### config.mk
export PLATFORM = sky130hd
export DESIGN_NAME = regguard_top
export DESIGN_NICKNAME = d
export VERILOG_FILES = /design/src/rtl/regguard_pkg.sv /design/src/rtl/regguard_map.sv /design/src/rtl/regguard_classify.sv /design/src/rtl/regguard_status.sv /design/src/rtl/regguard_top.sv
export SDC_FILE = /design/constraint.sdc
export NUM_CORES = 1
export LEC_CHECK = 0
export CORE_MARGIN = 2
export CORE_UTILIZATION = 46
export CTS_CLUSTER_DIAMETER = 40
export DETAILED_ROUTE_END_ITERATION = 10
export DONT_BUFFER_PORTS = 1
export PLACE_DENSITY_LB_ADDON = 0.2
export SLEW_MARGIN = 30
export SYNTH_ARGS = -nofsm -noshare
export SYNTH_HDL_FRONTEND = slang
export SYNTH_HIERARCHICAL = 1
export SYNTH_SLANG_ARGS = --single-unit
### constraint.sdc
create_clock -name clk -period 4.85 [get_ports clk]
set_input_delay 0.485 -clock clk [delete_from_list [all_inputs] [get_ports clk]]
set_output_delay 0.485 -clock clk [all_outputs]
set_load 0.1 [all_outputs]
### src/rtl/regguard_pkg.sv
package regguard_pkg;

   localparam int CAUSE_W = 10;

   // cause bit positions; software decodes these
   localparam int C_RD_UNPRIV   = 0;
   localparam int C_RD_UNSEC    = 1;
   localparam int C_RD_UNMAP    = 2;
   localparam int C_WR_UNPRIV   = 3;
   localparam int C_WR_UNSEC    = 4;
   localparam int C_WR_UNMAP    = 5;
   localparam int C_EXT_UNSEC   = 6;
   localparam int C_EXT_UNMAP   = 7;
   localparam int C_RD_WONLY    = 8;
   localparam int C_WR_RONLY    = 9;

   // configuration word indices
   localparam int CFG_IDX_CAUSE = 0;
   localparam int CFG_IDX_FADDR = 1;
   localparam int CFG_IDX_OPEN  = 2;
   localparam int CFG_IDX_MAP0  = 4;

   typedef logic [CAUSE_W-1:0] cause_t;

endpackage

### src/rtl/regguard_map.sv
module regguard_map
   import regguard_pkg::*;
#(
   parameter int NUM_REGS = 64,
   localparam int MAP_WORDS = NUM_REGS / 32,
   localparam int IDX_W = $clog2(NUM_REGS),
   localparam int WSEL_W = (MAP_WORDS > 1) ? $clog2(MAP_WORDS) : 1,
   localparam int BLOCK_BYTES = NUM_REGS * 4
)(
   input  logic                 clk,
   input  logic                 rst_n,
   input  logic                 wr_word_en,
   input  logic [WSEL_W-1:0]    wr_word_sel,
   input  logic [31:0]          wr_word_data,
   input  logic                 open_en,
   input  logic [31:0]          open_off,
   output logic [NUM_REGS-1:0]  map_bits
);

   initial begin
      assert (NUM_REGS >= 32 && NUM_REGS % 32 == 0)
         else $error("NUM_REGS must be a nonzero multiple of 32");
   end

   logic             open_ok;
   logic [IDX_W-1:0] open_idx;

   always_comb begin
      open_ok  = open_en && (open_off[1:0] == 2'b00) && (open_off < 32'(BLOCK_BYTES));
      open_idx = open_off[IDX_W+1:2];
   end

   for (genvar j = 0; j < MAP_WORDS; j++) begin : g_word
      logic [31:0] word_q;
      logic        hit_word;
      logic        hit_open;

      always_comb begin
         hit_word = wr_word_en && (int'(wr_word_sel) == j);
         hit_open = open_ok && (int'(open_idx >> 5) == j);
      end

      always_ff @(posedge clk or negedge rst_n) begin
         if (!rst_n) begin
            word_q <= '0;
         end else if (hit_word) begin
            word_q <= wr_word_data;
         end else if (hit_open) begin
            word_q[open_idx[4:0]] <= 1'b1;
         end
      end

      assign map_bits[j*32 +: 32] = word_q;
   end

   AST_BAD_OPEN_KEEPS_MAP: assert property (@(posedge clk) disable iff (!rst_n)
      (open_en && !wr_word_en && ((open_off[1:0] != 2'b00) || (open_off >= 32'(BLOCK_BYTES))))
      |=> $stable(map_bits)) else $error("bad open changed map");

endmodule

### src/rtl/regguard_classify.sv
module regguard_classify
   import regguard_pkg::*;
#(
   parameter int          ADDR_W     = 16,
   parameter int          NUM_REGS   = 64,
   parameter logic [ADDR_W-1:0] BLOCK_BASE = 16'h1000,
   parameter bit          DIR_CHECK_EN = 1'b1,
   parameter logic [NUM_REGS-1:0] RO_MAP = '0,
   parameter logic [NUM_REGS-1:0] WO_MAP = '0,
   localparam int IDX_W = $clog2(NUM_REGS),
   localparam int BLOCK_BYTES = NUM_REGS * 4
)(
   input  logic                 req_valid,
   input  logic [ADDR_W-1:0]    req_addr,
   input  logic                 req_write,
   input  logic                 req_priv,
   input  logic                 req_secure,
   input  logic                 req_ext,
   input  logic [NUM_REGS-1:0]  map_bits,
   output cause_t               cause_bits,
   output logic                 in_window,
   output logic                 reg_open
);

   initial begin
      assert (ADDR_W > IDX_W + 2) else $error("ADDR_W too small for window");
      assert ({1'b0, BLOCK_BASE} + (ADDR_W+1)'(BLOCK_BYTES) <= (ADDR_W+1)'(2**ADDR_W))
         else $error("window runs past the address space");
   end

   logic [ADDR_W:0]   lo_ext, hi_ext, a_ext;
   logic [ADDR_W-1:0] rel;
   logic [IDX_W-1:0]  idx;
   cause_t            c_acc, c_dir;

   always_comb begin
      a_ext     = {1'b0, req_addr};
      lo_ext    = {1'b0, BLOCK_BASE};
      hi_ext    = lo_ext + (ADDR_W+1)'(BLOCK_BYTES);
      in_window = (a_ext >= lo_ext) && (a_ext < hi_ext);
      rel       = req_addr - BLOCK_BASE;
      idx       = rel[IDX_W+1:2];
      reg_open  = map_bits[idx];
   end

   // privilege, security and mapping
   always_comb begin
      c_acc = '0;
      if (!in_window) begin
         if (!req_write)   c_acc[C_RD_UNMAP] = 1'b1;
         else if (req_ext) c_acc[C_EXT_UNMAP] = 1'b1;
         else              c_acc[C_WR_UNMAP] = 1'b1;
      end else if (!reg_open) begin
         if (!req_write) begin
            c_acc[C_RD_UNPRIV] = !req_priv;
            c_acc[C_RD_UNSEC]  = !req_secure;
         end else begin
            c_acc[C_WR_UNPRIV] = !req_priv;
            if (req_ext) c_acc[C_EXT_UNSEC] = !req_secure;
            else         c_acc[C_WR_UNSEC]  = !req_secure;
         end
      end
   end

   // direction checks, present only when enabled
   if (DIR_CHECK_EN) begin : g_dir
      always_comb begin
         c_dir = '0;
         if (in_window) begin
            c_dir[C_RD_WONLY] = !req_write && WO_MAP[idx];
            c_dir[C_WR_RONLY] = req_write && RO_MAP[idx];
         end
      end
   end else begin : g_nodir
      assign c_dir = '0;
   end

   assign cause_bits = req_valid ? (c_acc | c_dir) : '0;

endmodule

### src/rtl/regguard_status.sv
module regguard_status
   import regguard_pkg::*;
#(
   parameter int ADDR_W = 16
)(
   input  logic              clk,
   input  logic              rst_n,
   input  logic              fault_valid,
   input  cause_t            fault_bits,
   input  logic [ADDR_W-1:0] fault_addr_in,
   input  logic              clr_en,
   input  cause_t            clr_bits,
   output cause_t            cause_q,
   output logic [ADDR_W-1:0] fault_addr_q
);

   cause_t kept, nxt;
   logic   capture;

   always_comb begin
      kept    = cause_q & ~(clr_en ? clr_bits : cause_t'('0));
      nxt     = kept | (fault_valid ? fault_bits : cause_t'('0));
      capture = fault_valid && (fault_bits != '0) && (kept == '0);
   end

   always_ff @(posedge clk or negedge rst_n) begin
      if (!rst_n) begin
         cause_q      <= '0;
         fault_addr_q <= '0;
      end else begin
         cause_q <= nxt;
         if (capture) fault_addr_q <= fault_addr_in;
      end
   end

   AST_FIRST_ADDR_CAPTURE: assert property (@(posedge clk) disable iff (!rst_n)
      (fault_valid && (cause_q == '0) && !clr_en) |=> (fault_addr_q == $past(fault_addr_in)))
      else $error("first fault address not latched");
   AST_ADDR_HOLD: assert property (@(posedge clk) disable iff (!rst_n)
      ((cause_q != '0) && !clr_en) |=> $stable(fault_addr_q))
      else $error("fault address moved while pending");
   AST_CAUSE_STICKY: assert property (@(posedge clk) disable iff (!rst_n)
      !clr_en |=> ((cause_q & $past(cause_q)) == $past(cause_q)))
      else $error("cause bit dropped without clear");

endmodule

### src/rtl/regguard_top.sv
module regguard_top
   import regguard_pkg::*;
#(
   parameter int          ADDR_W     = 16,
   parameter int          NUM_REGS   = 64,
   parameter int          CFG_AW     = 4,
   parameter logic [ADDR_W-1:0] BLOCK_BASE = 16'h1000,
   parameter bit          DIR_CHECK_EN = 1'b1,
   parameter logic [NUM_REGS-1:0] RO_MAP = 64'h0000_0000_0000_0020,
   parameter logic [NUM_REGS-1:0] WO_MAP = 64'h0000_0000_0000_0040
)(
   input  logic              clk,
   input  logic              rst_n,
   input  logic              req_valid,
   input  logic [ADDR_W-1:0] req_addr,
   input  logic              req_write,
   input  logic              req_priv,
   input  logic              req_secure,
   input  logic              req_ext,
   output logic              acc_grant,
   output logic              acc_deny,
   input  logic [31:0]       rf_rdata,
   output logic [31:0]       bus_rdata,
   input  logic              cfg_valid,
   input  logic              cfg_write,
   input  logic [CFG_AW-1:0] cfg_idx,
   input  logic [31:0]       cfg_wdata,
   output logic [31:0]       cfg_rdata,
   output logic              err_irq
);

   localparam int MAP_WORDS = NUM_REGS / 32;
   localparam int WSEL_W    = (MAP_WORDS > 1) ? $clog2(MAP_WORDS) : 1;

   initial begin
      assert (CFG_IDX_MAP0 + MAP_WORDS <= 2**CFG_AW)
         else $error("CFG_AW too small for the map words");
      assert (ADDR_W <= 32) else $error("ADDR_W wider than config data");
   end

   logic [NUM_REGS-1:0] map_bits;
   cause_t              cause_bits, cause_q;
   logic [ADDR_W-1:0]   fault_addr_q;
   logic                in_window, reg_open;
   logic                cfg_wr, wr_word_en, open_en, clr_en;
   logic [WSEL_W-1:0]   wr_word_sel;
   logic                is_map_idx;
   int                  map_off;

   always_comb begin
      cfg_wr      = cfg_valid && cfg_write;
      map_off     = int'(cfg_idx) - CFG_IDX_MAP0;
      is_map_idx  = (map_off >= 0) && (map_off < MAP_WORDS);
      wr_word_en  = cfg_wr && is_map_idx;
      wr_word_sel = WSEL_W'(map_off);
      open_en     = cfg_wr && (int'(cfg_idx) == CFG_IDX_OPEN);
      clr_en      = cfg_wr && (int'(cfg_idx) == CFG_IDX_CAUSE);
   end

   regguard_map #(.NUM_REGS(NUM_REGS)) u_map (
      .clk(clk), .rst_n(rst_n),
      .wr_word_en(wr_word_en), .wr_word_sel(wr_word_sel), .wr_word_data(cfg_wdata),
      .open_en(open_en), .open_off(cfg_wdata),
      .map_bits(map_bits)
   );

   regguard_classify #(
      .ADDR_W(ADDR_W), .NUM_REGS(NUM_REGS), .BLOCK_BASE(BLOCK_BASE),
      .DIR_CHECK_EN(DIR_CHECK_EN), .RO_MAP(RO_MAP), .WO_MAP(WO_MAP)
   ) u_cls (
      .req_valid(req_valid), .req_addr(req_addr), .req_write(req_write),
      .req_priv(req_priv), .req_secure(req_secure), .req_ext(req_ext),
      .map_bits(map_bits), .cause_bits(cause_bits),
      .in_window(in_window), .reg_open(reg_open)
   );

   regguard_status #(.ADDR_W(ADDR_W)) u_stat (
      .clk(clk), .rst_n(rst_n),
      .fault_valid(req_valid && (cause_bits != '0)), .fault_bits(cause_bits),
      .fault_addr_in(req_addr),
      .clr_en(clr_en), .clr_bits(cfg_wdata[CAUSE_W-1:0]),
      .cause_q(cause_q), .fault_addr_q(fault_addr_q)
   );

   always_comb begin
      acc_grant = req_valid && (cause_bits == '0);
      acc_deny  = req_valid && (cause_bits != '0);
      bus_rdata = (acc_grant && !req_write) ? rf_rdata : 32'h0;
      err_irq   = (cause_q != '0);
   end

   always_comb begin
      cfg_rdata = 32'h0;
      if (is_map_idx)                              cfg_rdata = map_bits[map_off*32 +: 32];
      else if (int'(cfg_idx) == CFG_IDX_CAUSE)     cfg_rdata = 32'(cause_q);
      else if (int'(cfg_idx) == CFG_IDX_FADDR)     cfg_rdata = 32'(fault_addr_q);
   end

   AST_GRANT_XOR_DENY: assert property (@(posedge clk) disable iff (!rst_n)
      req_valid |-> (acc_grant != acc_deny)) else $error("grant and deny agree");
   AST_IDLE_NO_GRANT: assert property (@(posedge clk) disable iff (!rst_n)
      !req_valid |-> (!acc_grant && !acc_deny)) else $error("response without request");
   AST_OPEN_NO_ACCESS_ERR: assert property (@(posedge clk) disable iff (!rst_n)
      (req_valid && in_window && reg_open) |->
      (cause_bits[C_RD_UNPRIV] == 1'b0 && cause_bits[C_RD_UNSEC] == 1'b0 &&
       cause_bits[C_WR_UNPRIV] == 1'b0 && cause_bits[C_WR_UNSEC] == 1'b0 &&
       cause_bits[C_EXT_UNSEC] == 1'b0)) else $error("open register faulted");
   AST_IRQ_AFTER_FAULT: assert property (@(posedge clk) disable iff (!rst_n)
      (acc_deny && !clr_en) |=> err_irq) else $error("irq missing after fault");

endmodule

* After elaboration in Yosys (flattened, before gate mapping)
Memory sizes are Yosys's and may differ from the RTL's.
Index checks and enable logic that the tools add are counted.
** Word-level totals
- Flip-flop bits (word level) :: 90
- Memories :: 2
- ROM bits :: 128
- Word-level logic and storage cells :: 95
** Memories
- (name not given) :: depth 64, bits a word 1, rd ports 1, clocked after memory_dff 0, wr ports 0, RTL line regguard_classify.sv:70 : c_dir[C_RD_WONLY] = !req_write && WO_MAP[idx];
- (name not given) :: depth 64, bits a word 1, rd ports 1, clocked after memory_dff 0, wr ports 0, RTL line regguard_classify.sv:71 : c_dir[C_WR_RONLY] = req_write && RO_MAP[idx];
** Operators by class
- Eq/ne operators :: 2
- Shifts and indexed selects :: 1
- Mux-type cells :: 37
- Magnitude comparators :: 8
- Add/sub/neg operators :: 2
- Reduce and logical (&&, ||, !) cells :: 32
- Bitwise operators :: 7
** Operator list (count)
- 32-bit two-way mux :: 6
- 32-bit OR :: 2
- 64-bit by 10-bit indexed part select with 32-bit output :: 1
- 32-bit zero test :: 1
- 32-bit by 9-bit less-than comparator with 1-bit output, second input constant :: 1
- 16-bit two-way mux :: 2
- 10-bit two-way mux :: 3
- 1-bit logical AND :: 20
- 10-bit zero test :: 2
- 10-bit nonzero test :: 2
- 1-bit two-way mux :: 17
- 16-bit by 13-bit greater-or-equal comparator with 1-bit output, second input constant :: 1
- 16-bit by 13-bit less-than comparator with 1-bit output, second input constant :: 1
- 2-bit two-way mux :: 7
- 10-bit bitwise AND :: 1
- 5-bit by 1-bit greater-or-equal comparator with 1-bit output, second input constant :: 2
- 10-bit NOT :: 1
- 10-bit OR :: 1
- 8-bit by 10-bit OR with 10-bit output :: 1
- 8-bit by 1-bit subtractor with 8-bit output, second input constant :: 1
- 6-bit by 7-bit less-than comparator with 1-bit output, second input constant :: 1
- 1-bit binary-select mux with 6-bit select :: 1
- 5-bit by 6-bit less-than comparator with 1-bit output, second input constant :: 1
- 1-bit demux with 5-bit select :: 1
- 9 further kinds :: 12

* Logic depth before layout (Yosys ltp)
- Depth after elaboration :: 11
- Mapped depth :: 15
- Mapped depth without buffers :: 12

* By module
Netlist, hierarchy kept.
** By module, submodules not included
- regguard_map :: cells an instance 255, area an instance 3042.9 sq um, sequential area each 1601.5 sq um, times used 1
- regguard_status :: cells an instance 86, area an instance 1171.1 sq um, sequential area each 650.6 sq um, times used 1
- regguard_top :: cells an instance 158, area an instance 1102.3 sq um, sequential area each 0.0 sq um, times used 1
- regguard_classify :: cells an instance 62, area an instance 723.2 sq um, sequential area each 0.0 sq um, times used 1

* Worst setup path after synthesis
OpenSTA, ideal clock, no wires.
- Path type :: input to register
- From :: input req_addr[2]
- To :: register u_stat.fault_addr_q[10]
- Arrival :: 4.270 ns
- Path slack :: 0.455 ns
- Stages :: 15
- Library setup time :: 0.125 ns
- Cells stage by stage :: buf_6 > buf_8 > mux4_1 > mux4_2 > mux2i_1 > nor2_1 > nor4_1 > or4_4 > nor4_4 > and2b_2 > o21ai_0 > nor3_2 > nand4_4 > buf_6 > mux2_4
** On the way
- Word-level cells in the longest chain between the ends :: 11
** RTL lines
- start, declared :: RTL line regguard_top.sv:15 : input logic [ADDR_W-1:0] req_addr,
- 8-bit by 1-bit subtractor with 8-bit output :: RTL line regguard_classify.sv:41 : rel = req_addr - BLOCK_BASE;
- 1-bit binary-select mux with 6-bit select :: RTL line regguard_classify.sv:43 : reg_open = map_bits[idx];
- 1-bit two-way mux (not written as such) :: RTL line regguard_classify.sv:43
- 1-bit two-way mux :: RTL line regguard_classify.sv:53 : end else if (!reg_open) begin
- 1-bit two-way mux (*) :: RTL line regguard_classify.sv:49 : if (!in_window) begin
- 8-bit by 10-bit OR with 10-bit output (*) :: RTL line regguard_classify.sv:78 : assign cause_bits = req_valid ? (c_acc | c_dir) : '0;
- 10-bit two-way mux (*) :: RTL line regguard_classify.sv:78
- named net cause_bits[6] :: RTL line regguard_top.sv:42 : cause_t cause_bits, cause_q;
- 10-bit nonzero test (*)
- 1-bit logical AND (*)
- named net acc_deny :: RTL line regguard_top.sv:21 : output logic acc_deny,
- 1-bit logical AND (*) (2 in series) :: RTL line regguard_status.sv:23 : capture = fault_valid && (fault_bits != '0) && (kept == '0);
- end signal, assigned :: RTL line regguard_status.sv:32 : if (capture) fault_addr_q <= fault_addr_in;
- end, declared :: RTL line regguard_status.sv:14 : output logic [ADDR_W-1:0] fault_addr_q
Mark *: on every way through the listed nets, which the timed path passes. The rest lies on a longest branch. The select of a mux whose other input is x is not followed.
A chain may end at the register's enable or synchronous reset.

* Final worst setup path
- From :: register u_map.g_word[1].word_q[0]
- To :: output bus_rdata[30]
** On the way
- Word-level cells in the longest chain between the ends :: 10
** RTL lines
- start, declared :: RTL line regguard_map.sv:34 : logic [31:0] word_q;
- start signal, assigned :: RTL line regguard_map.sv:47 : word_q <= wr_word_data;
- 1-bit binary-select mux with 6-bit select :: RTL line regguard_classify.sv:43
- 1-bit two-way mux (not written as such) :: RTL line regguard_classify.sv:43
- 2-bit two-way mux :: RTL line regguard_classify.sv:53
- 2-bit two-way mux :: RTL line regguard_classify.sv:49
- 8-bit by 10-bit OR with 10-bit output :: RTL line regguard_classify.sv:78
- 10-bit two-way mux :: RTL line regguard_classify.sv:78
- named net cause_bits[1] :: RTL line regguard_top.sv:42
- 10-bit zero test :: RTL line regguard_top.sv:86 : acc_grant = req_valid && (cause_bits == '0);
- 1-bit logical AND :: RTL line regguard_top.sv:86
- 1-bit logical AND :: RTL line regguard_top.sv:88 : bus_rdata = (acc_grant && !req_write) ? rf_rdata : 32'h0;
- 32-bit two-way mux :: RTL line regguard_top.sv:88
- end, declared :: RTL line regguard_top.sv:23 : output logic [31:0] bus_rdata,
The timed path passes the listed nets, and every way through them passes these cells. The select of a mux whose other input is x is not followed.

==> flow_summary.toml <==
[setup_path]
r2r_slack_ns = 0.52
r2r-start = "u_map/g_word[1].word_q[0]"
worstPathRequired_ns = 4.37
reg2reg_depth = 12
path_class = "reg2out"
worstPathMaxFanout = 33
startpoint = "u_map/g_word[1].word_q[0]"
cp-endpoint = "bus_rdata[30]"
start_kind = "flip-flop"
r2r_end = "u_stat/fault_addr_q[9]"
end_kind = "primary output"
crit_arrival_ns = 3.87

[clocking]
ctsResizeCount = 0
post_cts_buffers = 0
root_buffer = "clkbuf_16"
insertion_delay_ns = 0.35
ctsHtreeMaxLevel = 3
clock_sinks = 90
path_clk_slew_ns = 0.06
numCtsBuffers = 9
ctsHoldBuffers = 1
cts.path.max_buffers = 2
tritoncts = "yes"

[routing]
ant_nets = 0
drtIter0Drc = 509
wire_per_inst_um = 24.5
wirelength_mm = 18.8
vias = 4921
via_per_inst = 6.39
drc = 0
firstDrtPassIters = 5

[placement]
place_ws_ns = 0.557
dpl.hpwl_mm = 13.5
gp_congestion = 0.886
port-buffer-count = 0
placed_cells = 752
placed_area_sq_um = 6590

[global_routing]
antenna_found_initial = 0
grt_overflow = 0
grt_pass1_vias = 4933
track_usage_pct = 27.0
grt_pass1_wl_mm = 29.2
grt_start_max_net_pins = 91

[timing]
fin_skew_ns = 0.00558
finalSetupViolCount = 0
rsz0062_at_grt = "false"
slew_viol_final = 0
slew_headroom_pct = 32.8
post-route-period-util_pct = 89.9
fin_setup_tns_ns = 0
fin_crit_ns = 4.36
max_freq_mhz = 229
worst_pin_slew_ns = 0.995
fin_ws_ns = 0.490
timing.final.hold_violations = 0
holdWs_ns = 0.0408

[layout]
fin_area_sq_um = 6920
antenna_cells = 0
area_growth_pct = 14.7
drive_gt1_share_pct = 28.1
final_nets = 689
instances_no_fill = 770

[floorplan]
rows = 41
die_x_um = 119
die_y_um = 119
core_sq_um = 12700
die_area_sq_um = 14000
initial_core_util_pct = 47.4
ioPinCount = 160

[pwr]
vdd_ir_drop_max_v = 0.000156
powerDensity_nw_per_um2 = 332
leakagePower_nw = 3.50

[flow_run]
maxCapViolCount = 0

[status]
status = "completed"

[synthesis]
syn_nets = 656
syn_inst = 560
synth_warnings = 6
syn_area_sq_um = 6030
syn_area_per_cell_sq_um = 10.8

[hold_path]
hold_path.class = "in2async"
==> area by class of cell <==
| cell class | count | area [sq um] |
|---|---|---|
| clock buffer | 11 | 253 |
| clock inverter | 5 | 36.3 |
| inverter | 12 | 45.0 |
| sequential | 90 | 2250 |
| multi-input combinational | 418 | 3630 |
| fill | 1180 | 5800 |
| tap | 172 | 215 |
| timing repair buffer | 62 | 489 |
==> worst max-delay path: stages (launching register included) <==
cell and delay, ns:
dfrtp_1 0.41, mux4_1 0.48, nor2b_1 0.14, a2111oi_0 0.64, a221oi_1 0.28, nor4b_1 0.60, or4_1 0.26, nor4_4 0.05
buf_4 0.25, and3_1 0.19, buf_4 0.23
==> metrics by stage <==
stage	total power [mW]	utilization [%]
final	2.30	54.4
after global routing	2.41	54.4
after CTS	2.30	54.2
after detailed placement	1.61	51.8
after global placement	1.59	51.7
after floorplan	1.48	-
==> registers in the layout (all words and copies together), names as in the netlist <==
signal and flops:
u_map/g_word.word_q 64, u_stat/cause_q 10, u_stat/fault_addr_q 16
==> power breakdown <==
| group | internal, mW | switching, mW |
|---|---|---|
| Sequential | 0.907 | 0.141 |
| Combinational | 0.257 | 0.319 |
| Clock | 0.376 | 0.300 |
| Total | 1.54 | 0.760 |
==> worst min path at each step <==
stage                                      endpoint  slack [ns]  cells past startpoint
after floorplan           u_map/g_word[0].word_q[0]        0.19                      0
after global placement            u_stat/cause_q[4]        0.19                      0
after detailed placement          u_stat/cause_q[1]        0.19                      0
after CTS                    u_stat/fault_addr_q[3]        0.07                      1
after global routing              u_stat/cause_q[5]        0.07                      1
final                             u_stat/cause_q[5]        0.04                      1
==> cell usage in the layout, fill, tap and decap left out, types with 11 or more instances in the layout <==
cell type	instances
buf_4	60
nand2_1	19
nor2_2	16
and3_1	31
o21ai_0	49
inv_1	12
mux2i_1	100
nor2_1	15
mux4_2	11
dfrtp_1	90
==> per-layer routing <==
layer  routed length [um]  GRT usage [%]
met1                 7930           36.2
met2                 9190           44.7
met3                 1570           6.66
met4                  161           4.99
met5                    0              0
Note: power is estimated with default switching activity, not from simulation.
